==> config.mk <==
export PLATFORM = sky130hd
export DESIGN_NAME = mouse_pkt_rx
export DESIGN_NICKNAME = d
export VERILOG_FILES = /design/src/rtl/mrx_pkg.sv /design/src/rtl/mrx_line_in.sv /design/src/rtl/mrx_ctrl.sv /design/src/rtl/mrx_dpath.sv /design/src/rtl/mouse_pkt_rx.sv
export SDC_FILE = /design/constraint.sdc
export NUM_CORES = 1
export LEC_CHECK = 0
export ABC_AREA = 1
export BUFFER_PORTS_ARGS = -buffer_cell sky130_fd_sc_hd__buf_2
export CAP_MARGIN = 5
export CORE_AREA = 2 2 103 105
export CTS_CLUSTER_SIZE = 24
export DETAILED_ROUTE_END_ITERATION = 10
export DIE_AREA = 0 0 105 107
export HOLD_SLACK_MARGIN = 0.12
export PLACE_DENSITY_LB_ADDON = 0.05
export SYNTH_ARGS = -nofsm -noshare
export SYNTH_HDL_FRONTEND = slang
export SYNTH_HIERARCHICAL = 1
export SYNTH_SLANG_ARGS = --single-unit
==> constraint.sdc <==
create_clock -name clk -period 3.5 [get_ports clk]
set_clock_uncertainty 0.2 [all_clocks]
set_input_delay 0.35 -clock clk [delete_from_list [all_inputs] [get_ports clk]]
set_output_delay 0.35 -clock clk [all_outputs]
set_load 0.1 [all_outputs]
==> src/rtl/mrx_pkg.sv <==
package mrx_pkg;
  typedef struct packed {
    logic shift;
    logic takeHdr;
    logic takeX;
    logic commit;
    logic flagErr;
  } mrx_strobe_t;
endpackage

==> src/rtl/mrx_line_in.sv <==
module mrx_line_in #(
  parameter int FILT_LEN = 4
) (
  input  logic clk,
  input  logic rstN,
  input  logic ps2ClkIn,
  input  logic ps2DataIn,
  output logic fallSeen,
  output logic bitIn
);
  localparam int RW = $clog2(FILT_LEN + 1);
  localparam logic [RW-1:0] RUN_MAX = RW'(FILT_LEN);

  logic [1:0] clkSync, dataSync;
  logic prevClk, armed;
  logic [RW-1:0] runCnt, runNext;
  logic fallNow;

  always_ff @(posedge clk or negedge rstN) begin
    if (!rstN) begin
      clkSync  <= 2'b11;
      dataSync <= 2'b11;
    end else begin
      clkSync  <= {clkSync[0], ps2ClkIn};
      dataSync <= {dataSync[0], ps2DataIn};
    end
  end

  always_comb begin
    if (clkSync[1] != prevClk) runNext = RW'(1);
    else if (runCnt != RUN_MAX) runNext = runCnt + RW'(1);
    else runNext = runCnt;
    fallNow = armed && !clkSync[1] && (runNext == RUN_MAX) && (runCnt != RUN_MAX);
  end

  always_ff @(posedge clk or negedge rstN) begin
    if (!rstN) begin
      prevClk  <= 1'b1;
      runCnt   <= '0;
      armed    <= 1'b0;
      fallSeen <= 1'b0;
      bitIn    <= 1'b1;
    end else begin
      prevClk  <= clkSync[1];
      runCnt   <= runNext;
      fallSeen <= fallNow;
      if (fallNow) bitIn <= dataSync[1];
      if (clkSync[1] && runNext == RUN_MAX) armed <= 1'b1;
      else if (fallNow) armed <= 1'b0;
    end
  end

  a_r8_fall_spacing: assert property (@(posedge clk) disable iff (!rstN)
    fallSeen |=> !fallSeen);
endmodule

==> src/rtl/mrx_ctrl.sv <==
module mrx_ctrl
  import mrx_pkg::*;
#(
  parameter int FRAME_TO = 20000,
  parameter int PKT_TO   = 400000
) (
  input  logic clk,
  input  logic rstN,
  input  logic fallSeen,
  input  logic frameOk,
  input  logic hdrMark,
  output mrx_strobe_t st
);
  localparam int IW = $clog2(PKT_TO + 1);
  localparam logic [IW-1:0] FRAME_LIM = IW'(FRAME_TO);
  localparam logic [IW-1:0] PKT_LIM   = IW'(PKT_TO);
  localparam logic [3:0] LAST_BIT = 4'd10;

  logic [IW-1:0] idleCnt;
  logic [3:0] bitCnt;
  logic [1:0] byteIdx;
  logic evalPend;
  logic frameDrop, pktDrop;

  assign frameDrop = !fallSeen && (bitCnt != 4'd0) && (idleCnt == FRAME_LIM);
  assign pktDrop   = !fallSeen && !evalPend && (bitCnt == 4'd0) &&
                     (byteIdx != 2'd0) && (idleCnt == PKT_LIM);

  always_comb begin
    st = '0;
    st.shift = fallSeen;
    if (evalPend) begin
      if (!frameOk) st.flagErr = 1'b1;
      else begin
        unique case (byteIdx)
          2'd0:    st.takeHdr = hdrMark;
          2'd1:    st.takeX   = 1'b1;
          default: st.commit  = 1'b1;
        endcase
      end
    end
  end

  always_ff @(posedge clk or negedge rstN) begin
    if (!rstN) begin
      idleCnt  <= '0;
      bitCnt   <= '0;
      byteIdx  <= '0;
      evalPend <= 1'b0;
    end else begin
      if (fallSeen) idleCnt <= '0;
      else if (idleCnt != PKT_LIM) idleCnt <= idleCnt + IW'(1);

      if (fallSeen) bitCnt <= (bitCnt == LAST_BIT) ? 4'd0 : bitCnt + 4'd1;
      else if (frameDrop) bitCnt <= 4'd0;

      evalPend <= fallSeen && (bitCnt == LAST_BIT);

      if (st.flagErr || st.commit || pktDrop) byteIdx <= 2'd0;
      else if (st.takeHdr) byteIdx <= 2'd1;
      else if (st.takeX) byteIdx <= 2'd2;
    end
  end

  a_r2_bit_range: assert property (@(posedge clk) disable iff (!rstN)
    bitCnt <= LAST_BIT);
  a_r9_frame_drop: assert property (@(posedge clk) disable iff (!rstN)
    frameDrop |=> (bitCnt == 4'd0));
  a_r10_pkt_drop: assert property (@(posedge clk) disable iff (!rstN)
    pktDrop |=> (byteIdx == 2'd0));
endmodule

==> src/rtl/mrx_dpath.sv <==
module mrx_dpath
  import mrx_pkg::*;
(
  input  logic clk,
  input  logic rstN,
  input  logic bitIn,
  input  mrx_strobe_t st,
  output logic frameOk,
  output logic hdrMark,
  output logic btnLeft,
  output logic btnRight,
  output logic [8:0] moveX,
  output logic [8:0] moveY,
  output logic ovfX,
  output logic ovfY,
  output logic pktValid,
  output logic frameErr
);
  logic [10:0] frameSr;
  logic [7:0] hdrByte, xByte, curByte;

  assign curByte = frameSr[8:1];
  assign frameOk = !frameSr[0] && frameSr[10] && (^frameSr[9:1]);
  assign hdrMark = frameSr[4];

  always_ff @(posedge clk or negedge rstN) begin
    if (!rstN) begin
      frameSr  <= '1;
      hdrByte  <= '0;
      xByte    <= '0;
      btnLeft  <= 1'b0;
      btnRight <= 1'b0;
      moveX    <= '0;
      moveY    <= '0;
      ovfX     <= 1'b0;
      ovfY     <= 1'b0;
      pktValid <= 1'b0;
      frameErr <= 1'b0;
    end else begin
      if (st.shift) frameSr <= {bitIn, frameSr[10:1]};
      if (st.takeHdr) hdrByte <= curByte;
      if (st.takeX) xByte <= curByte;
      pktValid <= st.commit;
      frameErr <= st.flagErr;
      if (st.commit) begin
        btnLeft  <= hdrByte[0];
        btnRight <= hdrByte[1];
        ovfX     <= hdrByte[6];
        ovfY     <= hdrByte[7];
        moveX    <= {hdrByte[4], xByte};
        moveY    <= {hdrByte[5], curByte};
      end
    end
  end

  a_r7_valid_single: assert property (@(posedge clk) disable iff (!rstN)
    pktValid |=> !pktValid);
  a_r7_hold_move: assert property (@(posedge clk) disable iff (!rstN)
    !pktValid |-> ($stable(moveX) && $stable(moveY)));
  a_r11_err_single: assert property (@(posedge clk) disable iff (!rstN)
    frameErr |=> !frameErr);
endmodule

==> src/rtl/mouse_pkt_rx.sv <==
module mouse_pkt_rx
  import mrx_pkg::*;
#(
  parameter int FILT_LEN = 4,
  parameter int FRAME_TO = 20000,
  parameter int PKT_TO   = 400000
) (
  input  logic clk,
  input  logic rstN,
  input  logic ps2ClkIn,
  input  logic ps2DataIn,
  output logic btnLeft,
  output logic btnRight,
  output logic [8:0] moveX,
  output logic [8:0] moveY,
  output logic ovfX,
  output logic ovfY,
  output logic pktValid,
  output logic frameErr
);
  logic fallSeen, bitIn, frameOk, hdrMark;
  mrx_strobe_t st;

  mrx_line_in #(.FILT_LEN(FILT_LEN)) uLine (
    .clk(clk), .rstN(rstN), .ps2ClkIn(ps2ClkIn), .ps2DataIn(ps2DataIn),
    .fallSeen(fallSeen), .bitIn(bitIn)
  );

  mrx_ctrl #(.FRAME_TO(FRAME_TO), .PKT_TO(PKT_TO)) uCtrl (
    .clk(clk), .rstN(rstN), .fallSeen(fallSeen), .frameOk(frameOk),
    .hdrMark(hdrMark), .st(st)
  );

  mrx_dpath uDpath (
    .clk(clk), .rstN(rstN), .bitIn(bitIn), .st(st),
    .frameOk(frameOk), .hdrMark(hdrMark),
    .btnLeft(btnLeft), .btnRight(btnRight), .moveX(moveX), .moveY(moveY),
    .ovfX(ovfX), .ovfY(ovfY), .pktValid(pktValid), .frameErr(frameErr)
  );

  a_r11_exclusive: assert property (@(posedge clk) disable iff (!rstN)
    !(pktValid && frameErr));
endmodule

### Yosys cells after proc, flatten, opt, wreduce, memory -nomap -nowiden

Index checks and enable logic that the tools add are counted.

* flip-flop bits (word level): 88
* output and inout port bits: 24
* word-level logic and storage cells: 80

* add/subtract/negate cells: 3
* equal/unequal tests: 8
* muxes and demuxes: 18
* reduce and logical (&&, ||, !) cells: 29

Operator list (number)
* two-way mux 19 bit: 2
* adder 19 x 1 -> 19 bit, second input constant: 1
* equality test 19 x 15 -> 1 bit, second input constant: 1
* equality test 19 bit, second input constant: 1
* != test 19 bit, second input constant: 1
* two-way mux 4 bit: 4
* logical AND 1 bit: 13
* two-way mux 3 bit: 3
* XOR reduction 9 bit: 1
* nonzero test 2 bit: 4
* two-way mux 1 bit: 6
* two-way mux 2 bit: 3
* adder 4 x 1 -> 4 bit, second input constant: 1
* equality test 4 bit, second input constant: 1
* logical NOT 1 bit: 4
* logical NOT 4 bit: 1
* nonzero test 4 bit: 1
* adder 3 x 1 -> 3 bit, second input constant: 1
* equality test 3 bit, second input constant: 1
* != test 3 bit, second input constant: 1
* nonzero test 3 bit: 1
* equality test 2 x 1 -> 1 bit, second input constant: 1
* logical NOT 2 bit: 1
* logical OR 1 bit: 2
* other kinds (2): 2

### Logic depth before layout (Yosys ltp)

Gate-level depths: netlist of the first run.

* depth after elaboration: 8
* depth in mapped cells: 16
* mapped depth without buffers: 15

### Hierarchy

The synthesis of the first run kept the hierarchy.

Modules (own cells, without submodules)
* mrx_dpath: instances 1, cells each 187, area an instance 1908.1 um^2
* mrx_ctrl: instances 1, cells each 233, area an instance 1630.3 um^2
* mrx_line_in: instances 1, cells each 45, area an instance 454.2 um^2

### Worst setup path before layout of the first run

No wires, ideal clock.

* path kind: register to register
* from: reg uDpath.frameSr[5]
* to: reg uDpath.xByte[1]
* data arrival time: 2.025 ns
* data required time: 3.164 ns
* slack: 1.139 ns
* stages on the path, launching flop included: 13
* period minus slack after synthesis: 2.361 ns
* cell sequence: dfstp_2 > inv_2 > nand2_1 > nand2_1 > nand2_2 > nand2_1 > nand2_2 > nand3_1 > a21oi_2 > nand2_1 > nor3_1 > clkbuf_1 > o21ai_0

RTL lines
* start, declared: line mrx_dpath.sv:19 `logic [10:0] frameSr;`
* start signal, assigned: line mrx_dpath.sv:40 `if (st.shift) frameSr <= {bitIn, frameSr[10:1]};`
* end signal, assigned: line mrx_dpath.sv:42 `if (st.takeX) xByte <= curByte;`
* end, declared: line mrx_dpath.sv:20 `logic [7:0] hdrByte, xByte, curByte;`

==> results of run 1 <==
[layout by cell type, fill, tap and decap left out, drive strengths merged]
master,instances
ha,7
inv,62
bufinv,1
clkinv,4
dfrtp,69
a31oi,1
o31ai,1
nand3,27
xnor2,1
o21ai,29
buf,34
xor2,3
nor3,6
dfstp,17
a21oi,33
dlygate4sd3,3
nor2,72
nand3b,1
mux2,10
and3,1
clkbuf,10
nand4,6
nand2,109
[worst max-delay path: cells and delay by family, from the launching register on]
family | cells | cell delay (ns)
flip-flops | 1 | 0.57
AND/OR/NAND/NOR | 9 | 0.74
buffers and inverters | 3 | 0.46
AO/OA/AOI/OAI | 2 | 0.37
[routing by layer]
| metal | part of all wire, % | global-route usage [%] | up-vias |
|---|---|---|---|
| li1 | - | - | 1540 |
| met1 | 52 | 23.1 | 1486 |
| met2 | 44 | 23.8 | 36 |
| met3 | 2.0 | 2.49 | 9 |
| met4 | 1.6 | 6.86 | 0 |
| met5 | 0 | 0 | - |
[sequential cells by signal, summed over array words and instances, names as in the netlist, 2 cells and up]
| name | flops |
|---|---|
| uCtrl/byteIdx | 2 |
| uDpath/xByte | 8 |
| uDpath/frameSr | 11 |
| uLine/dataSync | 2 |
| uCtrl/idleCnt | 19 |
| uLine/clkSync | 2 |
| uDpath/moveX | 9 |
| uDpath/hdrByte | 6 |
| uDpath/moveY | 9 |
| uCtrl/bitCnt | 4 |
| uLine/runCnt | 3 |
[layout make-up]
type / count / share of cell area, %
clock buffer: 10 / 3.04
clock inverter: 6 / 1.52
inverter: 61 / 5.05
multi-input combinational: 307 / 33.9
sequential: 86 / 47.9
tap: 136 / 3.75
timing repair buffer: 37 / 4.86
[synth_stat cells, drive strengths merged]
cell type	count
nand4	6
o21ai	29
clkbuf	4
o31ai	1
dfrtp	69
nand2	109
nand3b	1
a21oi	33
clkinv	1
a31oi	1
nor3	6
nand3	27
mux2	10
buf	7
and3	1
nor2	72
ha	7
xor2	3
xnor2	1
inv	60
dfstp	17
[worst paths after layout]
path                                   start           endpoint  slack [ns]  cells after the start
setup reg to reg           uDpath/frameSr[5]  uDpath/hdrByte[4]        1.04                     14
min in group asynchronous               rstN    uDpath/xByte[3]        0.40                      2
hold / removal             uLine/dataSync[0]  uLine/dataSync[1]        0.16                      0
hold reg to reg            uLine/dataSync[0]  uLine/dataSync[1]        0.16                      0
max in group asynchronous               rstN  uDpath/frameSr[3]        1.91                      3
setup / recovery           uDpath/frameSr[5]  uDpath/hdrByte[4]        1.04                     14
[where the power goes]
part | internal (mW) | switching, mW | total (mW)
Sequential | 1.07 | 0.0774 | 1.14
Combinational | 0.105 | 0.194 | 0.299
Clock | 0.356 | 0.379 | 0.735
Total | 1.53 | 0.651 | 2.18
[kinds of logic (layout without fill, tap and decap cells)]
family,after synthesis,count (layout),synth area share [%]
and+or+nand+nor,222,222,24.3
DFF,86,86,54.4
buffers and inverters,72,114,7.18
AOI/OAI and AO/OA,64,64,8.21
muxes,10,10,2.82
adders and majority gates,7,7,2.19
xor gates and xnor gates,4,4,0.878
[metrics by stage]
step	std cells	area (um^2)	total power [mW]	util, %	hold WS (ns)
after floorplan	465	3990	1.37	-	-0.146
after global placement	624	4300	1.46	42.6	0.146
after detailed placement	624	4300	1.46	42.6	0.148
after CTS	643	4530	2.21	44.9	0.161
after global routing	643	4530	2.32	44.9	0.168
final	643	4530	2.18	44.9	0.159
[timing repair]
action,CTS,global route
hold endpoints to repair,51,0
resized for setup,0,0
hold buffers,3,0
setup endpoints to repair,0,0
==> metrics.cfg, run 1 <==
[run_status]
status=finished clean

[setup_path]
timing_worst_setup_path_type=flop to flop
most_frequent_cell_on_critical_path=sky130_fd_sc_hd__nand2_1
crit_path_top_delay_cell=sky130_fd_sc_hd__dfstp_2
worst_ep_required_time_ns=3.56
worst-path-max-fanout=12
critPathMaxStageDelay_ns=0.57
worstPathCellList=inv_2 -> nand2_1 -> nand2_1 -> nand2_2 -> nand2_1 -> nand2_2 -> nand3_1 -> a21oi_2 -> nand2_1 -> inv_1 -> nand3_1 -> inv_1 -> nor2_1 -> a21oi_1
end_kind=flop
critPathArrivalTime_ns=2.52
timing.critical_path.from_type=flop

[timing]
finalMaxSlewViolations=0
grt_setup_unrepaired=no
post-route-min-period_ns=2.46
max_freq_mhz=406
setup_viol=0
hold_viol_final=0
postLayoutSetupSlackWorst_ns=1.04
slew_headroom_pct=51.1
max_slew.worst_pin.slew_ns=0.733
totalNegativeSetupSlack_ns=0
finalCritPeriodShare_pct=70.3

[power]
powerDensity_mw_per_mm2=480
power.leakage_nw=2.22
max-vdd-ir-drop_mv=0.196

[cts]
clock_path_buffers=2
numCtsBuffers=9
postCtsSetupBuffers=0
cts_sinks=86
cts_tree=done
cts_max_level=3
clock_insertion_delay_worst_skew_ns=0.35
worst_setup_hold_path_clk_slew_ns=0.09
cts.root.buffer_cell=sky130_fd_sc_hd__clkbuf_8

[final_layout]
final_nets=513
nFillCells=1026
ff_latch_area_mm2=0.00217
final_layout_size_suffix_gt1_share_pct=20.5
antenna_diode_count=0
area_delta_synth_final_pct=13.6
multi_input_comb_area_mm2=0.00154

[yosys]
yosys.area.top_type=sky130_fd_sc_hd__dfrtp_1
synth.distinct_cells=29
synthDominantCellAreaShare_pct=43.2
synth_area_per_cell_um2=8.59
mappedNetlistNets=476
synth_area_mm2=0.00399
ys_ff_latch=86
synthCells=465
yosys_warnings=6
synthTopCellsByArea=sky130_fd_sc_hd__dfrtp_1 43%, sky130_fd_sc_hd__dfstp_2 11%, sky130_fd_sc_hd__nand2_1 9.2%, sky130_fd_sc_hd__nor2_1 6.2%, sky130_fd_sc_hd__inv_1 5.3%
seq_area_frac_synth_pct=54.4

[placement]
hpwl_um=5900
port-buffer-count=27
pre_cts_ws_ns=1.10
place_congestion=0.816

[route]
post_drt_via_cell_ratio=4.78
drt_wl_total_um=8410
drt_iter0_markers=145
antenna_violating_nets_post_route=0
wl_per_cell_um=13.1
number_of_remaining_drc_errors=0
detailedRoute.firstPassIterationCount=6
dr_total_vias=3071

[die]
coreArea_mm2=0.0101
floorplan.initialDensity_pct=39.6
area_enclosed_by_the_die_boundary_mm2=0.0112
core.rowCount=37
die_h_um=107
num_io_pins=28
die_w_um=105

[global_route]
wire_length_of_the_first_global_routing_pass_um=14100
maximum_number_of_pins_on_one_net_before_global_route_repair=58
global_route.overflow_total=0
grt.total_usage_pct=16.0
grt_pass1_vias=2857
grt_antenna_before_repair=0

[flow_run]
max-cap-violations=0

[hold_path]
hold_path.class=flop to flop

Power figures use the tool's default switching activity.
==> run 2: changes to the inputs <==
clock period = 2.1 ns   (was 3.5 ns; I/O delays follow)
==> run 2 against run 1 <==
Net effect: the run now ends with setup timing left; sequential power rose by 68%; clock-buffer cell count did not move; sequential share of layout area fell by 5.5 points; sequential cell count did not move; register-to-register slack got worse by 1.3 ns; non-clock buffer count rose by 34; critical path depth fell by 2; core utilization rose by 5.8 points; via count rose by 3.4%.
==> metrics.cfg, run 2 (synthesis gave the netlist of run 1 again) <==
[run_status]
status=complete, but fails checks
violations=setup timing

[placement]
hpwl_um=5990  ; +1.5%
pre_cts_ws_ns=-0.159  ; -1.26 ns
place_congestion=0.811  ; -0.59%
port-buffer-count=27  ; unchanged
dpl_cell_area_mm2=0.00451  ; +4.9%

[setup_path]
worst_ep_required_time_ns=2.15  ; -1.41 ns
timing.reg2reg.setup_slack_ns=-0.24  ; -1.28 ns
worst_r2r_path_depth=12  ; -2
rr_endpoint=uDpath/moveX[3]
worst-path-max-fanout=5  ; -7
critPathArrivalTime_ns=2.39  ; -0.13 ns
timing_worst_setup_path_type=flop to flop
timing.rr.start=uDpath/frameSr[7]
timing.critical_path.from_type=flop
end_kind=flop

[final_layout]
area_delta_synth_final_pct=28.2
final_common_cell=sky130_fd_sc_hd__nand2_1
final_layout_size_suffix_gt1_share_pct=32.3  ; +12 points
antenna_diode_count=0  ; unchanged
final_cell_area_mm2=0.00512  ; +13%
utilization_pct=50.7  ; +5.8 points
largest_registers=uCtrl/idleCnt x19, uDpath/frameSr x11
largest_register_ffs=19  ; unchanged
final_nets=547  ; +6.6%
registers.top_by_ff_count=uCtrl/idleCnt
mostFrequentLayoutCells=92 x sky130_fd_sc_hd__nand2_1, 69 x sky130_fd_sc_hd__dfrtp_1, 55 x sky130_fd_sc_hd__inv_1

[global_route]
grt_pass1_vias=2982  ; +4.4%
grt.total_usage_pct=16.3  ; +0.33 points
wire_length_of_the_first_global_routing_pass_um=14300  ; +1.8%
global_route.overflow_total=0  ; unchanged
maximum_number_of_pins_on_one_net_before_global_route_repair=40  ; -31%
grt_antenna_before_repair=0  ; unchanged

[timing]
slew_headroom_pct=66.6  ; +15 points
max_slew.worst_pin.slew_ns=0.504  ; -0.229 ns
finalMaxSlewViolations=0  ; unchanged
setup_viol=38  ; +38
postLayoutSetupSlackWorst_ns=-0.242  ; -1.28 ns
max_freq_mhz=427  ; +5.0%
grt_setup_unrepaired=yes
finalCritPeriodShare_pct=112  ; +41 points
hold_viol_final=0  ; unchanged
post-route-min-period_ns=2.34  ; -0.118 ns

[cts]
clock_path_buffers=2  ; unchanged
clock_insertion_delay_worst_skew_ns=0.36  ; about the same
worst_setup_hold_path_clk_slew_ns=0.09  ; about the same
cts_tree=done
cts_max_level=3  ; unchanged
cts.root.buffer_cell=sky130_fd_sc_hd__clkbuf_8
cts_sinks=86  ; unchanged
numCtsBuffers=9  ; unchanged

[power]
clock_power_share_pct=31.0  ; -2.8 points
total_power_mw=3.50  ; +61%
power.share.switching_pct=30.8  ; +0.93 points
max-vdd-ir-drop_mv=0.394  ; +100%
switchingPower_mw=1.08  ; +66%
power_report.internal_total_mw=2.42  ; +59%
powerDensity_mw_per_mm2=684  ; +42%
seq_power_share_pct=54.6  ; +2.1 points
power.combinational.fraction_pct=14.3  ; +0.6 points
power.leakage_nw=2.45  ; +10%

[route]
number_of_remaining_drc_errors=0  ; unchanged
drt_wl_total_um=8900  ; +5.9%
wl_per_cell_um=13.2  ; +0.55%
detailedRoute.firstPassIterationCount=4  ; -2
dr_total_vias=3176  ; +3.4%
post_drt_via_cell_ratio=4.69  ; -1.8%
antenna_violating_nets_post_route=0  ; unchanged
drt_iter0_markers=118  ; -19%

[die]
area_enclosed_by_the_die_boundary_mm2=0.0112  ; unchanged
coreArea_mm2=0.0101  ; unchanged
die_h_um=107  ; unchanged
floorplan.initialDensity_pct=39.6  ; unchanged
core.rowCount=37  ; unchanged
num_io_pins=28  ; unchanged
die_w_um=105  ; unchanged

[hold_path]
hold_path.class=primary input to async pin

[flow_run]
max-cap-violations=0  ; unchanged

[run 2: cell count changes in the layout (fill, tap and decap cells not counted), sizes merged]
| cell | previous run | this run |
|---|---|---|
| clkbuf | 10 | 12 |
| buf | 34 | 66 |
| inv | 62 | 61 |
| bufinv | 1 | 0 |
| clkinv | 4 | 6 |
[run 2: final cells by class]
type / count / area, um^2
inverters: 61 / 229
clock inverters: 6 / 45.0
fillers: 993 / 4970
well taps: 136 / 170
multi-input cells: 307 / 1750
repair buffers: 71 / 611
flip-flops and latches: 86 / 2170
clock buffers: 10 / 138
[run 2: metal layers]
layer | routed length (um) | share of wire (%) | vias to the layer above | track usage, %
met2 | 3940 | 44 | 41 | 24.4
met3 | 330 | 3.7 | 11 | 3.95
met4 | 132 | 1.5 | 0 | 6.00
met1 | 4500 | 50 | 1512 | 23.0
li1 | - | - | 1612 | -
met5 | 0 | 0 | - | 0
[run 2: worst max-delay path: stages (launching register included)]
cell and delay (ns):
sky130_fd_sc_hd__dfstp_2 0.59, sky130_fd_sc_hd__inv_2 0.06, sky130_fd_sc_hd__nand2_2 0.08, sky130_fd_sc_hd__nand2_2 0.06, sky130_fd_sc_hd__nand2_2 0.09, sky130_fd_sc_hd__nand2_2 0.05, sky130_fd_sc_hd__nand2_2 0.08, sky130_fd_sc_hd__nand3_2 0.09
sky130_fd_sc_hd__a21oi_4 0.17, sky130_fd_sc_hd__nand2_2 0.09, sky130_fd_sc_hd__nor2_4 0.19, sky130_fd_sc_hd__clkbuf_16 0.20, sky130_fd_sc_hd__mux2_4 0.29
[run 2: worst max-delay path by stage]
stage | slack, ns | end | depth (start not counted) | from
2_1_floorplan | -0.10 | uDpath/moveX[3] | 13 | uDpath/frameSr[8]
3_3_place_gp | -0.10 | uDpath/moveX[2] | 12 | uDpath/frameSr[7]
3_5_place_dp | -0.16 | uDpath/ovfX | 12 | uDpath/frameSr[7]
4_1_cts | -0.16 | uDpath/ovfX | 12 | uDpath/frameSr[7]
5_1_grt | -0.36 | uDpath/moveX[3] | 12 | uDpath/frameSr[8]
6_report | -0.24 | uDpath/moveX[3] | 12 | uDpath/frameSr[7]
[run 2: power by group through the flow]
stage | combinational (mW) | clock, mW | sequential [mW]
6_report | 0.502 | 1.09 | 1.91
3_3_place_gp | 0.496 | 0 | 1.94
4_1_cts | 0.511 | 1.14 | 1.91
3_5_place_dp | 0.504 | 0 | 1.94
5_1_grt | 0.591 | 1.20 | 1.93
2_1_floorplan | 0.382 | 0 | 1.90
[run 2: through the flow]
step	hold slack, ns	instances	TNS (ns)
2_1_floorplan	-0.286	465	-1.16
3_3_place_gp	-0.0182	643	-1.35
3_5_place_dp	-0.0167	643	-2.91
4_1_cts	0.122	673	-3.06
5_1_grt	0.148	677	-11.76
6_report	0.133	677	-6.73
[run 2: repair_timing]
action | CTS | global route
buffers inserted | 12 | 4
gates cloned | 0 | 3
endpoints found under the setup margin | 38 | 39
endpoints found under the hold margin | 76 | 0
gates resized for setup | 17 | 58
pin swaps | 6 | 16
hold buffers | 3 | 0
